[src/rtl/vmask_pkg.sv]
package vmask_pkg;
  typedef enum logic [1:0] {
    OP_FILL_BELOW   = 2'b00,
    OP_FILL_THROUGH = 2'b01,
    OP_ISOLATE      = 2'b10,
    OP_KEEP         = 2'b11
  } vmask_op_e;
endpackage

[src/rtl/vmask_active.sv]
// Forms the active-element mask and the source bits visible to the search.
module vmask_active #(
  parameter int NUM_EL = 64
) (
  input  logic              pred_en,
  input  logic [NUM_EL-1:0] pred,
  input  logic [NUM_EL-1:0] src,
  output logic [NUM_EL-1:0] active,
  output logic [NUM_EL-1:0] vis_src
);
  always_comb begin
    active  = pred_en ? pred : {NUM_EL{1'b1}};
    vis_src = src & active;
  end
endmodule

[src/rtl/vmask_first_find.sv]
// Log-depth inclusive OR prefix. below[i] is 1 when no visible bit exists
// under element i; first is the one-hot lowest visible bit.
module vmask_first_find #(
  parameter int NUM_EL = 64
) (
  input  logic [NUM_EL-1:0] vis_src,
  output logic [NUM_EL-1:0] below,
  output logic [NUM_EL-1:0] first
);
  localparam int LEVELS = (NUM_EL > 1) ? $clog2(NUM_EL) : 1;

  logic [LEVELS:0][NUM_EL-1:0] pfx;
  logic [NUM_EL-1:0]           seen_excl;

  assign pfx[0] = vis_src;

  for (genvar k = 0; k < LEVELS; k++) begin : g_lvl
    for (genvar i = 0; i < NUM_EL; i++) begin : g_bit
      if (i >= (1 << k)) begin : g_comb
        assign pfx[k+1][i] = pfx[k][i] | pfx[k][i-(1<<k)];
      end else begin : g_pass
        assign pfx[k+1][i] = pfx[k][i];
      end
    end
  end

  assign seen_excl[0] = 1'b0;
  for (genvar i = 1; i < NUM_EL; i++) begin : g_excl
    assign seen_excl[i] = pfx[LEVELS][i-1];
  end

  always_comb begin
    below = ~seen_excl;
    first = vis_src & below;
  end
endmodule

[src/rtl/vmask_merge.sv]
// Picks the prefix shape for the operation and merges under the active mask.
module vmask_merge
  import vmask_pkg::*;
#(
  parameter int NUM_EL = 64
) (
  input  vmask_op_e         op,
  input  logic [NUM_EL-1:0] active,
  input  logic [NUM_EL-1:0] below,
  input  logic [NUM_EL-1:0] first,
  input  logic [NUM_EL-1:0] old_dst,
  output logic [NUM_EL-1:0] new_dst
);
  logic [NUM_EL-1:0] shape;
  logic [NUM_EL-1:0] wr_mask;

  always_comb begin
    unique case (op)
      OP_FILL_BELOW:   shape = below & ~first;
      OP_FILL_THROUGH: shape = below;
      OP_ISOLATE:      shape = first;
      default:         shape = old_dst;
    endcase
    wr_mask = (op == OP_KEEP) ? '0 : active;
    new_dst = (shape & wr_mask) | (old_dst & ~wr_mask);
  end
endmodule

[src/rtl/vmask_prefix_unit.sv]
module vmask_prefix_unit
  import vmask_pkg::*;
#(
  parameter int NUM_EL = 64
) (
  input  logic              clk,
  input  logic              rst_n,
  input  logic              in_valid,
  input  logic [1:0]        op_sel,
  input  logic              pred_en,
  input  logic [NUM_EL-1:0] pred,
  input  logic [NUM_EL-1:0] src,
  input  logic [NUM_EL-1:0] old_dst,
  output logic              out_valid,
  output logic [NUM_EL-1:0] dst
);
  logic [NUM_EL-1:0] active;
  logic [NUM_EL-1:0] vis_src;
  logic [NUM_EL-1:0] below;
  logic [NUM_EL-1:0] first;
  logic [NUM_EL-1:0] merged;
  vmask_op_e         op;

  logic [NUM_EL-1:0] dst_d, dst_q;
  logic              vld_d, vld_q;

  assign op = vmask_op_e'(op_sel);

  vmask_active #(.NUM_EL(NUM_EL)) u_active (
    .pred_en (pred_en),
    .pred    (pred),
    .src     (src),
    .active  (active),
    .vis_src (vis_src)
  );

  vmask_first_find #(.NUM_EL(NUM_EL)) u_find (
    .vis_src (vis_src),
    .below   (below),
    .first   (first)
  );

  vmask_merge #(.NUM_EL(NUM_EL)) u_merge (
    .op      (op),
    .active  (active),
    .below   (below),
    .first   (first),
    .old_dst (old_dst),
    .new_dst (merged)
  );

  always_comb begin
    vld_d = in_valid;
    dst_d = in_valid ? merged : dst_q;
  end

  always_ff @(posedge clk or negedge rst_n) begin
    if (!rst_n) begin
      vld_q <= 1'b0;
      dst_q <= '0;
    end else begin
      vld_q <= vld_d;
      dst_q <= dst_d;
    end
  end

  assign out_valid = vld_q;
  assign dst       = dst_q;
endmodule

[config.mk]
export PLATFORM = sky130hd
export DESIGN_NAME = vmask_prefix_unit
export DESIGN_NICKNAME = d
export VERILOG_FILES = /design/src/rtl/vmask_pkg.sv /design/src/rtl/vmask_active.sv /design/src/rtl/vmask_first_find.sv /design/src/rtl/vmask_merge.sv /design/src/rtl/vmask_prefix_unit.sv
export SDC_FILE = /design/constraint.sdc
export NUM_CORES = 1
export LEC_CHECK = 0
export ABC_CLOCK_PERIOD_IN_PS = 1300
export BUFFER_PORTS_ARGS = -buffer_cell sky130_fd_sc_hd__buf_2
export CORE_MARGIN = 8
export CORE_UTILIZATION = 49
export DETAILED_ROUTE_END_ITERATION = 6
export HOLD_SLACK_MARGIN = 0.1
export MAX_ROUTING_LAYER = met4
export PLACE_DENSITY = 0.92
export SETUP_SLACK_MARGIN = 0.3
export SYNTH_ARGS = -nofsm -noshare
export SYNTH_HDL_FRONTEND = slang
export SYNTH_SLANG_ARGS = --single-unit
export TNS_END_PERCENT = 5
[constraint.sdc]
create_clock -name clk -period 1.3 [get_ports clk]
set_input_delay 0.065 -clock clk [delete_from_list [all_inputs] [get_ports clk]]
set_output_delay 0.065 -clock clk [all_outputs]
set_load 0.05 [all_outputs]
==> flow_metrics.env, run 1 <==
export IMPL_grt_usage=0.789
export IMPL_synth_edf_count=0
export IMPL_grt_max_degree=75
export IMPL_status="stopped before the end"
export IMPL_place_ws_ns=-1.08
export IMPL_syn_area_mm2=0.00603
export IMPL_htreeDepth=3
export IMPL_yosys_register_bits=65
export IMPL_fp_row_count=40
export IMPL_overflow=89
export IMPL_hpwlAfterDp_mm=23.1
export IMPL_haltStage="global routing (5_1_grt)"
export IMPL_ys_flop_type="dfrtp_1"
export IMPL_start_util=0.502
export IMPL_synthArstFlopShare=1.00
export IMPL_toolErrorMsg="[ERROR GRT-0232] Routing congestion too high. Check the congestion heatmap in the GUI."
export IMPL_syn_inst=838
export IMPL_clkSinkCount=65
export IMPL_place_area_mm2=0.00880
export IMPL_yosys_warnings=0
export IMPL_cts_buffer_depth=2
export IMPL_synth_top_cell_by_area="dfrtp_1"
export IMPL_cts_buffers=9
export IMPL_worstEndpointGrtRepair="dst[54]$_DFFE_PN0P_/D"
export IMPL_port_buffers=262
export IMPL_synth_cell_type_count=63
export IMPL_io_pins=263
export IMPL_yosys_area_top_type_share=0.270
export IMPL_synth_area_leaders="dfrtp_1, a21oi_1, xnor2_1"
export IMPL_dieHeight_um=127
export IMPL_synthMostInstantiatedCell="nor2_1"
export IMPL_worst_ep_kind="register input"
export IMPL_netlist_top_cells_count="nor2_1, a21oi_1, nand2_1"
export IMPL_seq_area_frac_synth=0.270
export IMPL_syn_num_nets=1036
export IMPL_die_x_um=127
export IMPL_ctsRootBufferMaster="clkbuf_16"
export IMPL_gp_congestion=1.01
export IMPL_synth_avg_cell_area_um2=7.19
## what timing repair did
action | 4_1_cts
gates cloned | 3
setup buffers | 19
endpoints found under the setup margin | 128
gates resized for setup | 191
pin swaps | 64
endpoints found under the hold margin | 103
hold buffers | 39
## cell families after synthesis
logic type	after synthesis	share of synthesized area
compound gates	295	0.311
xor+xnor	45	0.0654
flops	65	0.270
buf+inv	64	0.0434
mux	1	0.00187
simple gates	368	0.309
## metal layers
layer  global-route usage  overflow
met1                0.752         7
met3                0.728         9
met5                    -         -
met4                0.767        30
met2                0.890        43
## stage by stage
step	cells	utilization
2_1_floorplan	838	-
3_3_place_gp	1381	0.733
3_5_place_dp	1381	0.733
4_1_cts	1458	0.865
==> run 2: changes to the inputs <==
--- a/config.mk
+++ b/config.mk
@@ -8,12 +8,9 @@
 export ABC_CLOCK_PERIOD_IN_PS = 1300
 export BUFFER_PORTS_ARGS = -buffer_cell sky130_fd_sc_hd__buf_2
 export CORE_MARGIN = 8
-export CORE_UTILIZATION = 49
+export CORE_UTILIZATION = 35
 export DETAILED_ROUTE_END_ITERATION = 6
-export HOLD_SLACK_MARGIN = 0.1
-export MAX_ROUTING_LAYER = met4
-export PLACE_DENSITY = 0.92
-export SETUP_SLACK_MARGIN = 0.3
+export PLACE_DENSITY_LB_ADDON = 0.15
 export SYNTH_ARGS = -nofsm -noshare
 export SYNTH_HDL_FRONTEND = slang
 export SYNTH_SLANG_ARGS = --single-unit
==> flow_metrics.env, run 2 <==
export IMPL_vias_per_cell=5.42
export IMPL_syn_num_nets=1036
export IMPL_syn_area_mm2=0.00603
export IMPL_crit_start="src[21]"
export IMPL_synthArstFlopShare=1.00
export IMPL_hold_depth=3
export IMPL_rsz0062_at_grt="yes"
export IMPL_largest_reg_flops=64
export IMPL_syn_inst=838
export IMPL_finalCritPeriodShare=1.52
export IMPL_start_util=0.353
export IMPL_insertion_delay_ns=0.34
export IMPL_grt_usage=0.261
export IMPL_htreeDepth=3
export IMPL_yosys_warnings=0
export IMPL_dr_total_vias=8320
export IMPL_ys_flop_type="dfrtp_1"
export IMPL_path_class="in2reg"
export IMPL_worstRegToRegCells=3
export IMPL_max_freq_mhz=507
export IMPL_cp_slowest_cell="or4b_4"
export IMPL_wirelength_mm=29.7
export IMPL_grt_max_degree=66
export IMPL_min_period_ns=1.97
export IMPL_dr_pass1_iters=5
export IMPL_die_area_mm2=0.0217
export IMPL_tightestPinTransition_ns=0.583
export IMPL_ctsRootBufferMaster="clkbuf_16"
export IMPL_netlist_top_cells_count="nor2_1, a21oi_1, nand2_1"
export IMPL_maxSlewViolCount=0
export IMPL_hold_path_class="in2reg"
export IMPL_skew_ns=0
export IMPL_dieHeight_um=147
export IMPL_power_w=0.00830
export IMPL_hold_start="old_dst[5]"
export IMPL_synth_top_cell_by_area="dfrtp_1"
export IMPL_cp_depth=7
export IMPL_cts_tree="yes"
export IMPL_synth_avg_cell_area_um2=7.19
export IMPL_synthMostInstantiatedCell="nor2_1"
export IMPL_final_antenna_net_count=0
export IMPL_hold_end="dst[5]"
export IMPL_drive_gt1_frac=0.431
export IMPL_area_delta_synth_final_pct=67.1
export IMPL_clkSinkCount=65
export IMPL_max_stage_delay_ns=0.63
export IMPL_final_common_cell="buf_2"
export IMPL_cts_buffers=9
export IMPL_drv_cap=0
export IMPL_dp_cells=1494
export IMPL_synth_edf_count=0
export IMPL_wire_per_inst_um=19.4
export IMPL_final_cell_mix="buf_2, buf_4, nor2_1"
export IMPL_overflow=0
export IMPL_seq_area_frac_synth=0.270
export IMPL_cts_buffer_depth=2
export IMPL_antenna_found_initial=4
export IMPL_timing_critical_path_buf_inv=1
export IMPL_port_buffers=262
export IMPL_p_leak_nw=4.70
export IMPL_grt_pass1_vias=8415
export IMPL_die_x_um=147
export IMPL_reg2reg_slack_ns=0.08
export IMPL_cp_max_fo=6
export IMPL_drtIter0Drc=597
export IMPL_rr_endpoint="dst[48]"
export IMPL_crit_family="simple AND/OR/NAND/NOR gates"
export IMPL_status="complete, but fails checks"
export IMPL_fp_row_count=48
export IMPL_grt_first_pass_wirelength_mm=45.3
export IMPL_worstPathRequired_ns=1.57
export IMPL_layout_nets=1497
export IMPL_final_cells=1534
export IMPL_failed_checks="setup timing"
export IMPL_power_density_mw_per_mm2=824
export IMPL_end_kind="flop"
export IMPL_synth_area_leaders="dfrtp_1, a21oi_1, xnor2_1"
export IMPL_synth_cell_type_count=63
export IMPL_cp_arrival_ns=2.24
export IMPL_ir_worst_vdd_mv=0.620
export IMPL_yosys_area_top_type_share=0.270
export IMPL_coreArea_mm2=0.0171
export IMPL_drc=0
export IMPL_r2r_start="dst[48]"
export IMPL_finalSetupViolations=53
export IMPL_hold_viol=0
export IMPL_layout_setup_ws_ns=-0.671
export IMPL_hpwlAfterDp_mm=23.4
export IMPL_gp_congestion=0.938
export IMPL_io_pins=263
export IMPL_clkTransAtPathRegs_ns=0.06
export IMPL_max_slew_margin=0.607
export IMPL_yosys_register_bits=65
export IMPL_path_cells="buf_8 -> nor4_4 -> o211ai_1 -> nand4bb_1 -> or4_4 -> or4b_4 -> o21ai_1"
export IMPL_crit_path_start_kind="primary input"
## run 2: cell counts after synthesis
No cell type changed its count.
## run 2: logic make-up (layout without fill, tap and decap cells)
group,Yosys count,after routing,synth area share
simple gates,368,368,0.309
compound gates,295,295,0.311
flops,65,65,0.270
buf+inv,64,530,0.0434
xor+xnor,45,45,0.0654
mux,1,1,0.00187
other cells,0,5,0
## run 2: per-stage QoR
stage,utilization,TNS [ns],area (µm²),hold WS (ns),setup WS [ns]
finish,0.590,-17.56,10100,0.0112,-0.671
detailed placement,0.541,-51.42,9230,0.112,-1.23
CTS,0.581,-18.44,9900,0.000692,-0.613
global placement,0.541,-48.28,9230,0.105,-1.18
floorplan,-,-31.22,6050,-0.231,-0.682
global route,0.590,-20.93,10100,0.0296,-0.722
## run 2: report_power, final
group          switching [W]  total (W)  leakage (nW)  internal, W
logic                0.00203    0.00344          3.74      0.00140
registers           0.000106    0.00231         0.817      0.00221
clock network        0.00102    0.00255         0.142      0.00153
## run 2: how the worst max path moves through the flow
stage                     endpoint  slack [ns]
after floorplan            dst[52]       -0.68
after global placement     dst[61]       -1.18
after detailed placement   dst[53]       -1.23
after CTS                  dst[54]       -0.61
after global routing       dst[54]       -0.72
final                      dst[52]       -0.67
## run 2: per-layer routing
layer / up-vias / global-route usage / part of all wire
met1: 3878 / 0.335 / 0.44
li1: 4003 / - / -
met3: 62 / 0.0514 / 0.073
met2: 377 / 0.422 / 0.46
met4: 0 / 0.107 / 0.029
met5: - / 0 / 0
## run 2: layout make-up
class                   count  area, µm²
well taps                 225        282
repair buffers            502       3420
clock buffers              11        243
clock inverters             5       55.1
diodes                      5       12.5
multi-input cells         709       4390
flip-flops and latches     65       1630
fillers                  1657       6990
inverters                  12       45.0
## run 2: repair_timing
action / 4_1_cts / 5_1_grt
buffers inserted: 7 / 1
resized for setup: 44 / 41
gates cloned: 2 / 0
endpoints found under the setup margin: 56 / 56
hold buffers: 10 / 0
hold endpoints to repair: 74 / 0
pin swaps: 18 / 27
## run 2: worst register-to-register path, cell delays in order (launching register included)
cell and delay [ns]:
dfrtp_1 0.37, o21ai_0 0.08, or4_1 0.47, o31ai_1 0.22
No activity file was read; power rests on OpenSTA's default activity.
==> run 3: changes to the inputs <==
--- a/config.mk
+++ b/config.mk
@@ -5,9 +5,9 @@
 export SDC_FILE = /design/constraint.sdc
 export NUM_CORES = 1
 export LEC_CHECK = 0
+export ABC_AREA = 1
 export ABC_CLOCK_PERIOD_IN_PS = 1300
 export BUFFER_PORTS_ARGS = -buffer_cell sky130_fd_sc_hd__buf_2
-export CORE_MARGIN = 8
 export CORE_UTILIZATION = 35
 export DETAILED_ROUTE_END_ITERATION = 6
 export PLACE_DENSITY_LB_ADDON = 0.15
==> flow_metrics.env, run 3 <==
export IMPL_clkSinkCount=65
export IMPL_fillCellCount=1686
export IMPL_area_delta_synth_final_pct=68.3
export IMPL_ctsRootBufferMaster="clkbuf_16"
export IMPL_final_core_util=0.602
export IMPL_syn_area_mm2=0.00591
export IMPL_failed_checks="setup timing"
export IMPL_finalSetupViolations=7
export IMPL_final_common_cell="nand2_1"
export IMPL_ys_flop_type="dfrtp_1"
export IMPL_syn_num_nets=1230
export IMPL_fin_area_mm2=0.00995
export IMPL_antenna_found_initial=0
export IMPL_yosys_warnings=0
export IMPL_end_kind="flop"
export IMPL_status="complete, but fails checks"
export IMPL_layout_nets=1694
export IMPL_tightestPinTransition_ns=0.409
export IMPL_maxSlewViolCount=0
export IMPL_port_buffers=262
export IMPL_worstRegToRegCells=2
export IMPL_power_density_mw_per_mm2=853
export IMPL_synth_top_cell_by_area="dfrtp_1"
export IMPL_path_class="in2reg"
export IMPL_start_util=0.358
export IMPL_synth_cell_type_count=39
export IMPL_p_leak_nw=5.31
export IMPL_final_cell_mix="nand2_1, buf_2, buf_4"
export IMPL_wire_per_inst_um=17.1
export IMPL_rsz0062_at_grt="yes"
export IMPL_dieHeight_um=132
export IMPL_max_freq_mhz=746
export IMPL_htreeDepth=3
export IMPL_drv_cap=0
export IMPL_dp_cells=1689
export IMPL_die_x_um=132
export IMPL_grt_busiest_layer="met2"
export IMPL_largest_reg_flops=64
export IMPL_gp_congestion=0.922
export IMPL_clockPowerShare=0.305
export IMPL_cp_arrival_ns=1.61
export IMPL_ir_worst_vdd_mv=0.601
export IMPL_netlist_top_cells_count="nand2_1, nor2_1, a21oi_1"
export IMPL_fp_row_count=47
export IMPL_insertion_delay_ns=0.34
export IMPL_use_met2=0.546
export IMPL_cp_max_fo=8
export IMPL_yosys_area_top_type_share=0.275
export IMPL_hold_path_class="in2reg"
export IMPL_synthMostInstantiatedCell="nand2_1"
export IMPL_overflow=0
export IMPL_holdWs_ns=0.00593
export IMPL_synth_area_leaders="dfrtp_1, nand2_1, a21oi_1"
export IMPL_coreArea_mm2=0.0165
export IMPL_place_area_mm2=0.00902
export IMPL_worstPathRequired_ns=1.57
export IMPL_rr_endpoint="dst[49]"
export IMPL_final_antenna_net_count=0
export IMPL_dr_total_vias=8781
export IMPL_power_internal_w=0.00512
export IMPL_dr_pass1_iters=6
export IMPL_clkTransAtPathRegs_ns=0.06
export IMPL_syn_inst=1032
export IMPL_finalCritPeriodShare=1.03
export IMPL_grt_usage=0.330
export IMPL_grt_pass1_vias=8401
export IMPL_use_met1=0.432
export IMPL_crit_path_start_kind="primary input"
export IMPL_synth_avg_cell_area_um2=5.73
export IMPL_hold_depth=3
export IMPL_layout_setup_ws_ns=-0.0402
export IMPL_drive_gt1_frac=0.424
export IMPL_cts_tree="yes"
export IMPL_p_seq_frac=0.276
export IMPL_p_sw_w=0.00337
export IMPL_hold_end="dst[57]"
export IMPL_seq_area_frac_synth=0.275
export IMPL_hold_viol=0
export IMPL_hpwlAfterDp_mm=22.1
export IMPL_final_cells=1720
export IMPL_cts_buffers=9
export IMPL_place_ws_ns=-0.636
export IMPL_yosys_register_bits=65
export IMPL_hold_start="old_dst[57]"
export IMPL_switching_share=0.397
export IMPL_die_area_mm2=0.0174
export IMPL_synthArstFlopShare=1.00
export IMPL_r2r_start="dst[49]"
export IMPL_n_antenna_cell=0
export IMPL_wirelength_mm=29.4
export IMPL_min_period_ns=1.34
export IMPL_grt_first_pass_wirelength_mm=44.2
export IMPL_vias_per_cell=5.11
export IMPL_grt_max_degree=66
export IMPL_reg2reg_slack_ns=0.57
export IMPL_skew_ns=0
export IMPL_cts_buffer_depth=2
export IMPL_use_met3=0.0461
export IMPL_io_pins=263
export IMPL_synth_edf_count=0
export IMPL_drc=0
export IMPL_p_comb_frac=0.419
export IMPL_drtIter0Drc=576
export IMPL_max_slew_margin=0.727
==> run 3: cell count changes after synthesis, moves of 44 or more <==
cell     previous run  this run
a21oi_1            81       158
inv_1               9        95
nand2_1            80       294
nor2_1            102       202
nor2b_1            49         0
xnor2_1            44         0
==> run 3: cells by family after synthesis <==
kind of cell	share of synthesized area
compound gates	0.206
buf+inv	0.0976
simple gates	0.420
flops	0.275
xor+xnor	0.00148
==> run 3: area by class of cell <==
class / count / area (µm²) / area share
clock buffers: 12 / 256 / 0.0258
clock inverters: 3 / 40.0 / 0.00402
inverters: 99 / 384 / 0.0386
multi-input cells: 827 / 4100 / 0.412
flip-flops and latches: 65 / 1630 / 0.164
well taps: 220 / 275 / 0.0277
repair buffers: 494 / 3260 / 0.328
==> run 3: worst max-delay path by stage <==
stage | from | end | slack, ns | depth (start not counted)
2_1_floorplan | pred_en | dst[12] | -0.01 | 9
3_3_place_gp | pred_en | dst[63] | -0.62 | 13
3_5_place_dp | pred_en | dst[55] | -0.64 | 12
4_1_cts | pred_en | dst[49] | -0.02 | 13
5_1_grt | pred_en | dst[57] | -0.11 | 11
6_report | pred_en | dst[17] | -0.04 | 12
==> run 3: timing repair <==
action,CTS,global route
hold buffers,3,0
buffers inserted,1,8
endpoints found under the setup margin,52,52
pin swaps,9,21
cloned,3,1
hold endpoints to repair,67,0
resized for setup,39,97
==> run 3: routing by layer <==
layer / wire [µm] / up-vias
met2: 13300 / 396
met5: 0 / -
met1: 12800 / 4046
met3: 2170 / 66
met4: 1090 / 0
li1: - / 4273
==> run 3: power by group through the flow <==
stage                     registers, W  clock network, W  logic [W]
after floorplan                0.00307                 0    0.00108
after global placement         0.00238                 0    0.00326
after detailed placement       0.00238                 0    0.00327
after CTS                      0.00235           0.00262    0.00337
after global routing           0.00237           0.00268    0.00381
final                          0.00235           0.00259    0.00356
==> run 3: worst max-delay path: stages <==
cell and delay [ns]:
buf_16 0.15, buf_12 0.15, nand2_1 0.10, nand2_2 0.11, buf_4 0.11, nand2_1 0.07
nor2_2 0.14, nand2_4 0.10, nor2_4 0.17, buf_4 0.14, nand3b_1 0.14, a21oi_2 0.15
==> run 3: per-stage QoR <==
stage / TNS [ns] / total power (W)
2_1_floorplan: -0.0245 / 0.00415
3_3_place_gp: -24.71 / 0.00564
3_5_place_dp: -25.98 / 0.00565
4_1_cts: -0.0463 / 0.00833
5_1_grt: -2.28 / 0.00886
6_report: -0.128 / 0.00849
==> run 4: changes to the inputs <==
--- a/config.mk
+++ b/config.mk
@@ -13,5 +13,6 @@
 export PLACE_DENSITY_LB_ADDON = 0.15
 export SYNTH_ARGS = -nofsm -noshare
 export SYNTH_HDL_FRONTEND = slang
+export SYNTH_HIERARCHICAL = 1
 export SYNTH_SLANG_ARGS = --single-unit
 export TNS_END_PERCENT = 5
==> flow_metrics.env, run 4 <==
export IMPL_synth_xor_area_frac=0
export IMPL_fp_row_count=55
export IMPL_max_freq_mhz=584
export IMPL_vias_per_cell=4.56
export IMPL_p_sw_w=0.00357
export IMPL_dr_total_vias=10382
export IMPL_synth_top_family_by_area="simple AND/OR/NAND/NOR gates"
export IMPL_p_leak_nw=7.49
export IMPL_path_class="in2reg"
export IMPL_yosys_register_bits=65
export IMPL_drive_gt1_frac=0.386
export IMPL_skew_ns=0
export IMPL_clkTransAtPathRegs_ns=0.06
export IMPL_grt_first_pass_wirelength_mm=52.5
export IMPL_insertion_delay_ns=0.34
export IMPL_antenna_found_initial=0
export IMPL_n_antenna_cell=0
export IMPL_switching_share=0.414
export IMPL_max_stage_delay_ns=0.33
export IMPL_muxShareOfSynthArea=0
export IMPL_crit_start="pred_en"
export IMPL_r2r_start="dst[57]"
export IMPL_rsz0062_at_grt="yes"
export IMPL_syn_area_mm2=0.00818
export IMPL_rr_endpoint="dst[57]"
export IMPL_netlist_top_cells_count="nand2_1, inv_1, nor2_1"
export IMPL_cp_common_cell="nand2_1"
export IMPL_finalSetupViolations=57
export IMPL_die_area_mm2=0.0240
export IMPL_crit_path_start_kind="primary input"
export IMPL_failed_checks="setup timing"
export IMPL_fin_area_mm2=0.0123
export IMPL_dr_pass1_iters=7
export IMPL_min_period_ns=1.71
export IMPL_synth_area_leaders="nand2_1, dfrtp_1, inv_1"
export IMPL_fillCellCount=2426
export IMPL_power_internal_w=0.00505
export IMPL_synth_compound_area_frac=0.131
export IMPL_final_cell_mix="nand2_1, inv_1, buf_2"
export IMPL_wirelength_mm=33.3
export IMPL_syn_inst=1543
export IMPL_power_density_mw_per_mm2=700
export IMPL_p_comb_frac=0.424
export IMPL_drc=0
export IMPL_grt_usage=0.281
export IMPL_final_common_cell="nand2_1"
export IMPL_syn_num_nets=1741
export IMPL_yosys_warnings=6
export IMPL_multi_input_area_mm2=0.00574
export IMPL_dieHeight_um=155
export IMPL_reg2reg_slack_ns=0.64
export IMPL_ys_flop_type="dfrtp_1"
export IMPL_synthMostInstantiatedCell="nand2_1"
export IMPL_worstRegToRegCells=2
export IMPL_clockPowerShare=0.303
export IMPL_hold_path_class="in2reg"
export IMPL_layout_nets=2158
export IMPL_synth_avg_cell_area_um2=5.30
export IMPL_finalCritPeriodShare=1.32
export IMPL_area_delta_synth_final_pct=50.6
export IMPL_coreArea_mm2=0.0228
export IMPL_drtIter0Drc=480
export IMPL_drv_cap=0
export IMPL_overflow=0
export IMPL_synth_cell_type_count=27
export IMPL_seq_area_frac_synth=0.199
export IMPL_grt_pass1_vias=10065
export IMPL_wire_per_inst_um=14.6
export IMPL_path_cells="buf_16 -> buf_8 -> a21oi_2 -> nor2_2 -> nand2_2 -> buf_4 -> nand3b_1 -> nor3_2 -> nand2_1 -> nand2_1 -> nand2_1 -> nand2_1 -> nand2_1 -> nand2_1 -> nand2_1"
export IMPL_gp_congestion=0.994
export IMPL_place_area_mm2=0.0109
export IMPL_end_kind="flop"
export IMPL_final_core_util=0.541
export IMPL_cp_slowest_cell="nand3b_1"
export IMPL_synthSimpleGateAreaFrac=0.468
export IMPL_synthAdderAreaFrac=0
export IMPL_ir_worst_vdd_mv=0.464
export IMPL_hold_start="old_dst[25]"
export IMPL_cp_arrival_ns=1.95
export IMPL_clkSinkCount=65
export IMPL_layout_setup_ws_ns=-0.411
export IMPL_io_pins=263
export IMPL_maxSlewViolCount=0
export IMPL_htreeDepth=3
export IMPL_place_ws_ns=-1.15
export IMPL_cts_buffers=9
export IMPL_cts_tree="yes"
export IMPL_hold_viol=0
export IMPL_regArea_mm2=0.00163
export IMPL_synth_edf_count=0
export IMPL_die_x_um=155
export IMPL_ctsRootBufferMaster="clkbuf_16"
export IMPL_status="complete, but fails checks"
export IMPL_synth_top_cell_by_area="nand2_1"
export IMPL_synthArstFlopShare=1.00
export IMPL_final_antenna_net_count=0
export IMPL_endpoint="dst[36]"
export IMPL_largest_reg_flops=64
export IMPL_start_util=0.359
export IMPL_hpwlAfterDp_mm=25.4
export IMPL_yosys_area_top_type_share=0.309
export IMPL_cp_max_fo=7
export IMPL_cts_buffer_depth=2
export IMPL_grt_max_degree=66
export IMPL_p_seq_frac=0.273
export IMPL_worstPathRequired_ns=1.54
export IMPL_port_buffers=262
-- run 4: cell types whose count changed in the layout (fill, tap and decap cells not counted), moves of 16 or more --
cell	change
nand2_2	+38
inv_1	+194
nor2_4	+19
nand3_1	-41
a21oi_1	-87
o21ai_1	+16
nor2_1	-61
buf_4	-49
nand2_1	+364
nor2_2	+27
nand4_1	-18
a21oi_2	+49
-- run 4: power by group through the flow --
stage / clock network [W] / registers, W / logic [W]
2_1_floorplan: 0 / 0.00314 / 0.00142
3_3_place_gp: 0 / 0.00239 / 0.00333
3_5_place_dp: 0 / 0.00239 / 0.00333
4_1_cts: 0.00268 / 0.00236 / 0.00358
5_1_grt: 0.00276 / 0.00238 / 0.00397
6_report: 0.00261 / 0.00235 / 0.00365
-- run 4: what timing repair did --
action,in CTS,in global routing
buffers inserted,16,3
endpoints found under the setup margin,60,59
endpoints found under the hold margin,65,0
gates cloned,4,1
pin swaps,63,35
resized for setup,173,69
hold buffers,1,0
-- run 4: worst max-delay path, delay by kind of cell --
family	cells	cell delay [ns]
buffers and inverters	3	0.45
AND/OR/NAND/NOR	11	1.33
AO/OA/AOI/OAI	1	0.10
-- run 4: how the worst min path moves through the flow --
stage	end	slack, ns	depth (start not counted)
final	dst[25]	0.03	5
after global routing	dst[25]	0.04	5
after CTS	dst[5]	0.02	5
after detailed placement	dst[22]	0.13	2
after global placement	dst[16]	0.13	2
after floorplan	dst[0]	-0.23	0
-- run 4: logic make-up after synthesis --
logic type / Yosys count
AOI/OAI and AO/OA: 192
buffers and inverters: 350
DFF: 65
other: 1
and+or+nand+nor: 935
-- run 4: per-stage QoR --
step	power [W]	TNS (ns)	cells	hold slack, ns
finish	0.00862	-14.07	2278	0.0289
CTS	0.00861	-12.54	2274	0.0224
floorplan	0.00456	-13.01	1543	-0.231
global route	0.00911	-22.11	2278	0.0422
detailed placement	0.00571	-52.03	2237	0.134
global placement	0.00572	-51.61	2237	0.130
-- run 4: metal layers --
| layer | vias to the layer above | part of all wire | global-route usage |
|---|---|---|---|
| li1 | 5377 | - | - |
| met4 | 0 | 0.014 | 0.0599 |
| met3 | 26 | 0.048 | 0.0323 |
| met5 | - | 0 | 0 |
| met1 | 4704 | 0.48 | 0.385 |
| met2 | 275 | 0.46 | 0.473 |
-- run 4: layout make-up --
type	count	area share
clock buffer	13	0.0203
clock inverter	3	0.00325
inverter	295	0.0901
multi-input combinational	1128	0.466
sequential	65	0.132
tap	313	0.0318
timing repair buffer	461	0.256
